<file path="src/rtl/cmdser_pkg.sv">
`timescale 1ns/1ps
package cmdser_pkg;
  localparam int BYTE_W    = 8;
  localparam int ADDR_W    = 16;
  localparam int DATA_W    = 32;
  localparam int MIN_FRAME = 3;
  localparam int MAX_FRAME = 2 + DATA_W / BYTE_W;

  typedef logic [ADDR_W-1:0] cmd_addr_t;
  typedef logic [DATA_W-1:0] cmd_data_t;

  // one assembled frame as handed from the framer to the output stage
  typedef struct packed {
    logic      done;
    cmd_addr_t addr;
    cmd_data_t data;
  } frame_t;

  function automatic logic window_hit(cmd_addr_t a, cmd_addr_t base, cmd_addr_t mask);
    return ((a & mask) == (base & mask));
  endfunction
endpackage

</file>
<file path="src/rtl/cmdser_framer.sv">
`timescale 1ns/1ps
module cmdser_framer
  import cmdser_pkg::*;
#(
  parameter int FRAME_BYTES = 6
) (
  input  logic              clk,
  input  logic              rst,
  input  logic [BYTE_W-1:0] byte_i,
  input  logic              first_i,
  output frame_t            frame_o
);
  localparam int CNT_W      = $clog2(FRAME_BYTES + 1);
  localparam int DATA_LANES = FRAME_BYTES - 2;

  if (FRAME_BYTES < MIN_FRAME || FRAME_BYTES > MAX_FRAME) begin : g_bad_len
    $error("cmdser_framer: FRAME_BYTES out of range");
  end

  // cnt == 0: no frame open; cnt == k: next byte is frame byte k
  logic [CNT_W-1:0] cnt;
  frame_t           fr;

  always_ff @(posedge clk) begin
    if (rst) begin
      cnt <= '0;
      fr  <= '0;
    end else begin
      fr.done <= 1'b0;
      if (first_i) begin
        // a start flag always wins: any open frame is abandoned
        fr.addr <= {{(ADDR_W-BYTE_W){1'b0}}, byte_i};
        fr.data <= '0;
        cnt     <= CNT_W'(1);
      end else if (cnt != '0) begin
        if (cnt == CNT_W'(1)) fr.addr[ADDR_W-1:BYTE_W] <= byte_i;
        for (int k = 0; k < DATA_LANES; k++) begin
          if (cnt == CNT_W'(k + 2)) fr.data[BYTE_W*k +: BYTE_W] <= byte_i;
        end
        if (cnt == CNT_W'(FRAME_BYTES - 1)) begin
          cnt     <= '0;
          fr.done <= 1'b1;
        end else begin
          cnt <= cnt + CNT_W'(1);
        end
      end
    end
  end

  assign frame_o = fr;
endmodule

</file>
<file path="src/rtl/cmdser_window.sv">
`timescale 1ns/1ps
module cmdser_window
  import cmdser_pkg::*;
#(
  parameter cmd_addr_t BASE = '0,
  parameter cmd_addr_t MASK = '0
) (
  input  cmd_addr_t addr_i,
  output logic      hit_o
);
  assign hit_o = window_hit(addr_i, BASE, MASK);
endmodule

</file>
<file path="src/rtl/cmdser_outreg.sv">
`timescale 1ns/1ps
module cmdser_outreg
  import cmdser_pkg::*;
#(
  parameter int LOC_W   = 4,
  parameter int NUM_WIN = 2
) (
  input  logic               clk,
  input  logic               rst,
  input  frame_t             frame_i,
  input  logic [NUM_WIN-1:0] hit_i,
  output logic [LOC_W-1:0]   loc_o,
  output cmd_data_t          data_o,
  output logic [NUM_WIN-1:0] en_o
);
  always_ff @(posedge clk) begin
    if (rst) begin
      loc_o  <= '0;
      data_o <= '0;
      en_o   <= '0;
    end else begin
      en_o <= frame_i.done ? hit_i : '0;
      if (frame_i.done) begin
        loc_o  <= frame_i.addr[LOC_W-1:0];
        data_o <= frame_i.data;
      end
    end
  end
endmodule

</file>
<file path="src/rtl/cmd_byte_decoder.sv">
`timescale 1ns/1ps
module cmd_byte_decoder
  import cmdser_pkg::*;
#(
  parameter int                        FRAME_BYTES = 6,
  parameter int                        LOC_W       = 4,
  parameter int                        NUM_WIN     = 2,
  parameter logic [NUM_WIN*ADDR_W-1:0] WIN_BASE    = {16'h0738, 16'h0730},
  parameter logic [NUM_WIN*ADDR_W-1:0] WIN_MASK    = {16'hFFFE, 16'hFFF8}
) (
  input  logic               clk,
  input  logic               rst,
  input  logic [7:0]         cmd_byte,
  input  logic               cmd_first,
  output logic [LOC_W-1:0]   wr_addr,
  output logic [31:0]        wr_data,
  output logic [NUM_WIN-1:0] wr_en
);
  frame_t             frame;
  logic [NUM_WIN-1:0] hits;

  cmdser_framer #(.FRAME_BYTES(FRAME_BYTES)) u_framer (
    .clk     (clk),
    .rst     (rst),
    .byte_i  (cmd_byte),
    .first_i (cmd_first),
    .frame_o (frame)
  );

  for (genvar w = 0; w < NUM_WIN; w++) begin : g_win
    cmdser_window #(
      .BASE (WIN_BASE[w*ADDR_W +: ADDR_W]),
      .MASK (WIN_MASK[w*ADDR_W +: ADDR_W])
    ) u_win (
      .addr_i (frame.addr),
      .hit_o  (hits[w])
    );
  end

  cmdser_outreg #(.LOC_W(LOC_W), .NUM_WIN(NUM_WIN)) u_out (
    .clk     (clk),
    .rst     (rst),
    .frame_i (frame),
    .hit_i   (hits),
    .loc_o   (wr_addr),
    .data_o  (wr_data),
    .en_o    (wr_en)
  );
endmodule

</file>
<file path="config.mk">
export PLATFORM = sky130hd
export DESIGN_NAME = cmd_byte_decoder
export DESIGN_NICKNAME = d
export VERILOG_FILES = /design/src/rtl/cmdser_pkg.sv /design/src/rtl/cmdser_framer.sv /design/src/rtl/cmdser_window.sv /design/src/rtl/cmdser_outreg.sv /design/src/rtl/cmd_byte_decoder.sv
export SDC_FILE = /design/constraint.sdc
export NUM_CORES = 1
export LEC_CHECK = 0
export ABC_AREA = 1
export BUFFER_PORTS_ARGS = -buffer_cell sky130_fd_sc_hd__buf_2
export CAP_MARGIN = 30
export CORE_MARGIN = 3
export CORE_UTILIZATION = 25
export CTS_CLUSTER_DIAMETER = 30
export DETAILED_ROUTE_END_ITERATION = 10
export PLACE_DENSITY_LB_ADDON = 0.12
export SYNTH_ARGS = -nofsm -noshare
export SYNTH_HDL_FRONTEND = slang
export SYNTH_SLANG_ARGS = --single-unit
export TNS_END_PERCENT = 5
</file>
<file path="constraint.sdc">
create_clock -name clk -period 2.16 [get_ports clk]
set_clock_uncertainty 0.2 [all_clocks]
set_input_delay 0.432 -clock clk [delete_from_list [all_inputs] [get_ports clk]]
set_output_delay 0.432 -clock clk [all_outputs]
set_load 0.01 [all_outputs]
</file>
* After elaboration in Yosys (flattened, before gate mapping) *
Cells that the tools add are included.

word-level totals
  word-level logic and storage cells = 36
  register bits = 90

operators by class
  reduce and logical (&&, ||, !) cells = 10
  bitwise logic cells = 2
  add/sub/neg operators = 1
  muxes and demuxes = 4
  equality and inequality tests = 7

operator list
  kind                                              count
  == test 15 x 10 -> 1 bit (second input constant)  1
  == test 13 x 8 -> 1 bit (second input constant)   1
  AND reduction 2 bit                               5
  == test 3 x 2 -> 1 bit (second input constant)    2
  == test 3 bit (second input constant)             2
  OR reduction 2 bit                                2
  adder 3 x 1 -> 3 bit (second input constant)      1
  == test 3 x 1 -> 1 bit (second input constant)    1
  two-way mux 1 bit                                 3
  two-way mux 3 bit                                 1
  nonzero test 3 bit                                1
  OR reduction 3 bit                                1
  NOT 1 bit                                         2
  nonzero test 2 bit                                1

* Logic depth before layout (Yosys ltp) *
  depth in word-level cells = 4
  gate-level depth with buffers = 7

* Cells and area by module *
From an unflattened synthesis, not the netlist that was laid out.

unflattened totals
  cells, all modules = 516
  area, all modules = 3653.5 um^2

modules (own cells, without submodules)
  module                           cells an instance  area each (um^2)  instances
  cmdser_framer                    239                1943.1            1
  cmdser_outreg                    233                1541.5            1
  cmdser_window at g_win[1].u_win  24                 90.1              1
  cmdser_window at g_win[0].u_win  20                 78.8              1

* Least setup slack after synthesis *
No wires, ideal clock.

  path kind = register to register
  from = register u_framer.cnt[2]
  to = register u_framer.fr (netlist bit u_framer.frame_o[11])
  clock period less this slack = 1.601 ns
  cell stages (with the launch flop) = 8
  library setup time = 0.115 ns
  path buffers = 2
  arrival = 1.286 ns
  slack = 0.559 ns
  required time = 1.845 ns
  path through = dfxtp_1 -> inv_2 -> buf_2 -> ha_1 -> clkbuf_1 -> nand3_1 -> nand2_1 -> nor2_1

between the ends
  cells in the longest elaborated chain, start to end = 2

ends and longest elaborated chain
  what                                                          line                                      RTL
  start: declaration                                            cmdser_framer.sv:21                       logic [CNT_W-1:0] cnt;
  start signal: assignment                                      cmdser_framer.sv:44                       cnt <= cnt + CNT_W'(1);
  == test 3 x 2 -> 1 bit or nonzero test 3 bit (tied branches)  cmdser_framer.sv:38, cmdser_framer.sv:35
  AND reduction 2 bit (no source line) (*)                      --
  end: declaration                                              cmdser_framer.sv:22                       frame_t fr;

Mark *: on every way between the ends. The rest lies on a longest branch, timed or not.
A chain may end at the register's enable or synchronous reset.

* Worst setup path in the final report *
  from = register u_framer.cnt[1]
  to = register u_framer.fr (netlist bit u_framer.frame_o[13])

Same word-level chain as after synthesis.

==> metrics.cfg <==
[cts]
cts_made_buffers=9
post_cts_buffers=0
hold_buffers=0
cts_resized=0
path_clk_slew_ps=60
cts_sinks=90
cts_root_buf=clkbuf_16
cts_buffer_depth=2
ctsHtreeMaxLevel=3
cts_tree=yes
clock_latency_ps=340

[die]
row_count=40
die_x_um=119.5
core_area_um2=12310
start_util=0.2617
io_pins=49
die_h_um=119.5
fp.dieArea_um2=14290

[final_layout]
seq_area_um2=1802
finalNonFillerCells=632
n_antenna_cell=0
drive_above_1_share=0.1767
fill_cells=1411
fin_util=0.3182
multi_input_area_um2=1255
nets=472
area_growth_pct=21.59

[worst_hold_path]
hp-class=in2reg
hp-start=rst

[global_route]
grt_pass1_wl_um=13650
antenna_found_initial=0
overflow=0
grt_max_degree=43
grt_pass1_vias=2548
track_usage=0.1234

[critical_path]
worstPathArrival_ps=1690
worst_setup_path_end_kind=register
cp-endpoint=u_framer.frame_o[13]
crit_chain=nand2_1 > inv_1 > ha_1 > nand2_1 > nor2_1 > nor2_1
cp_slowest_cell=ha_1
r2r_cells=6
regToRegSetupSlack_ps=510
crit_path_max_incr_delay_ps=460
cp_max_fo=15
required_ps=2200
startpoint_type=register
criticalPathCategory=reg2reg
crit_start=u_framer.cnt[1]
rr_startpoint=u_framer.cnt[1]
rr_endpoint=u_framer.frame_o[13]

[routing]
wl_per_cell_um=13.33
drtIter0Drc=149
dr.pass1.iters=4
remaining_drc_errors=0
viasPerCell=4.304
drtAntennaViolNets=0
vias=2720
wl_um=8423

[logic_synthesis]
synth-compound-area-share=0.1282
yosys-top-cells-count=nor2_1 (102), dfxtp_1 (90), nand2_1 (71)
synth_seq_cells=90
synth_nets=425
muxShareOfSynthArea=0
synth_edf_count=0
synthTopCellsByArea=dfxtp_1 (56%), nor2_1 (12%), nand2_1 (8.3%)
yosysMostFrequentCell=nor2_1
syn_area_per_cell_um2=7.801
synth-async-reset-ratio=0
syn_inst=413
ys.flop_type=dfxtp_1
seq_area_frac_synth=0.5592
synth_fa_ha_area_frac=0.003883
synth_xor_area_frac=0
synthesis.area_um2=3222
synth_simple_gate_area_share=0.2575
synth_top_area_share=0.5592
synth_top_family_by_area=simple AND/OR/NAND/NOR gates
synth_area_leader_cell=dfxtp_1
ys_warn_count=0
ys_types=22

[timing]
finalHoldViolCount=0
maxSlewHeadroom=0.6639
fin_crit_sh=0.7641
hold_ws_ps=167.4
fin_crit_ps=1650
grt_setup_unrepaired=no
tightest_slew_ps=504.1
final_max_slew_viol_count=0
max_freq_mhz=605.9
fin_setup_tns_ps=0
setup_viol=0

[power_and_ir_drop]
power.total_mw=3.380
powerDensity_nw_per_um2=862.9
ir_drop_mv=0.3643
p_leak_nw=1.778

[status]
status=finished, final reports clean

[placed_design]
port_buffers=48
dp_cells=617
globalplace.congestion=0.7292
hpwlAfterDp_um=5831

[flow_run]
cap_violations=0

[routing by layer]
metal  global-route usage  part of all wire
met5                    0                 0
met4              0.04295             0.015
met1               0.1627              0.49
met3              0.04477             0.050
met2               0.1864              0.45
[cells in the final DEF (no fill, tap or decap), drive strengths merged]
cell type	netlist	final
a211oi	1	1
o21ai	48	48
nor2	105	105
dfxtp	90	90
clkbuf	10	12
bufinv	0	1
a21oi	33	33
ha	1	1
buf	8	54
clkinv	1	3
nand3b	2	2
nand3	14	14
inv	20	20
nand2	74	74
nand4	2	2
nor3	4	4
[report_power, final]
| group | internal, mW | switching (mW) |
|---|---|---|
| clock network | 0.918 | 0.626 |
| registers | 1.68 | 0.0113 |
| logic | 0.0385 | 0.107 |
[area by class of cell]
class | instances | area share
clock buffer | 12 | 0.06292
clock inverter | 3 | 0.01022
inverter | 21 | 0.02012
multi-input combinational | 284 | 0.3203
sequential | 90 | 0.4599
tap | 168 | 0.05366
timing repair buffer | 54 | 0.07282
[state kept, by name, indices dropped and copies added, names as in the netlist]
| register | count |
|---|---|
| u_out.en_o | 2 |
| u_out.data_o | 32 |
| u_framer.frame_o | 49 |
| u_framer.cnt | 3 |
| u_out.loc_o | 4 |
[worst max-delay path: cells and delay by family (launching register included)]
kind / cells / cell delay [ps]
buf+inv: 1 / 60
fa+ha+maj: 1 / 460
simple gates: 4 / 390
flops: 1 / 450
[metrics by stage]
step                cell area, µm²  setup WS (ps)
floorplan                     3222          559.4
global placement              3631          533.9
detailed placement            3631          523.9
CTS                           3918          497.8
global route                  3918          295.0
finish                        3918          509.5
[kinds of logic after synthesis]
| kind of cell | count (synthesis) |
|---|---|
| AOI/OAI and AO/OA | 82 |
| and+or+nand+nor | 201 |
| DFF | 90 |
| buffers and inverters | 39 |
| adders and majority gates | 1 |
[worst min path at each step]
stage / end / depth (start not counted)
5_1_grt: u_framer.cnt[0] / 2
4_1_cts: u_framer.cnt[0] / 2
3_3_place_gp: u_framer.frame_o[26] / 2
3_5_place_dp: u_framer.frame_o[27] / 2
2_1_floorplan: u_framer.frame_o[24] / 2
6_report: u_framer.cnt[0] / 2
No activity file was read; power rests on OpenSTA's default activity.
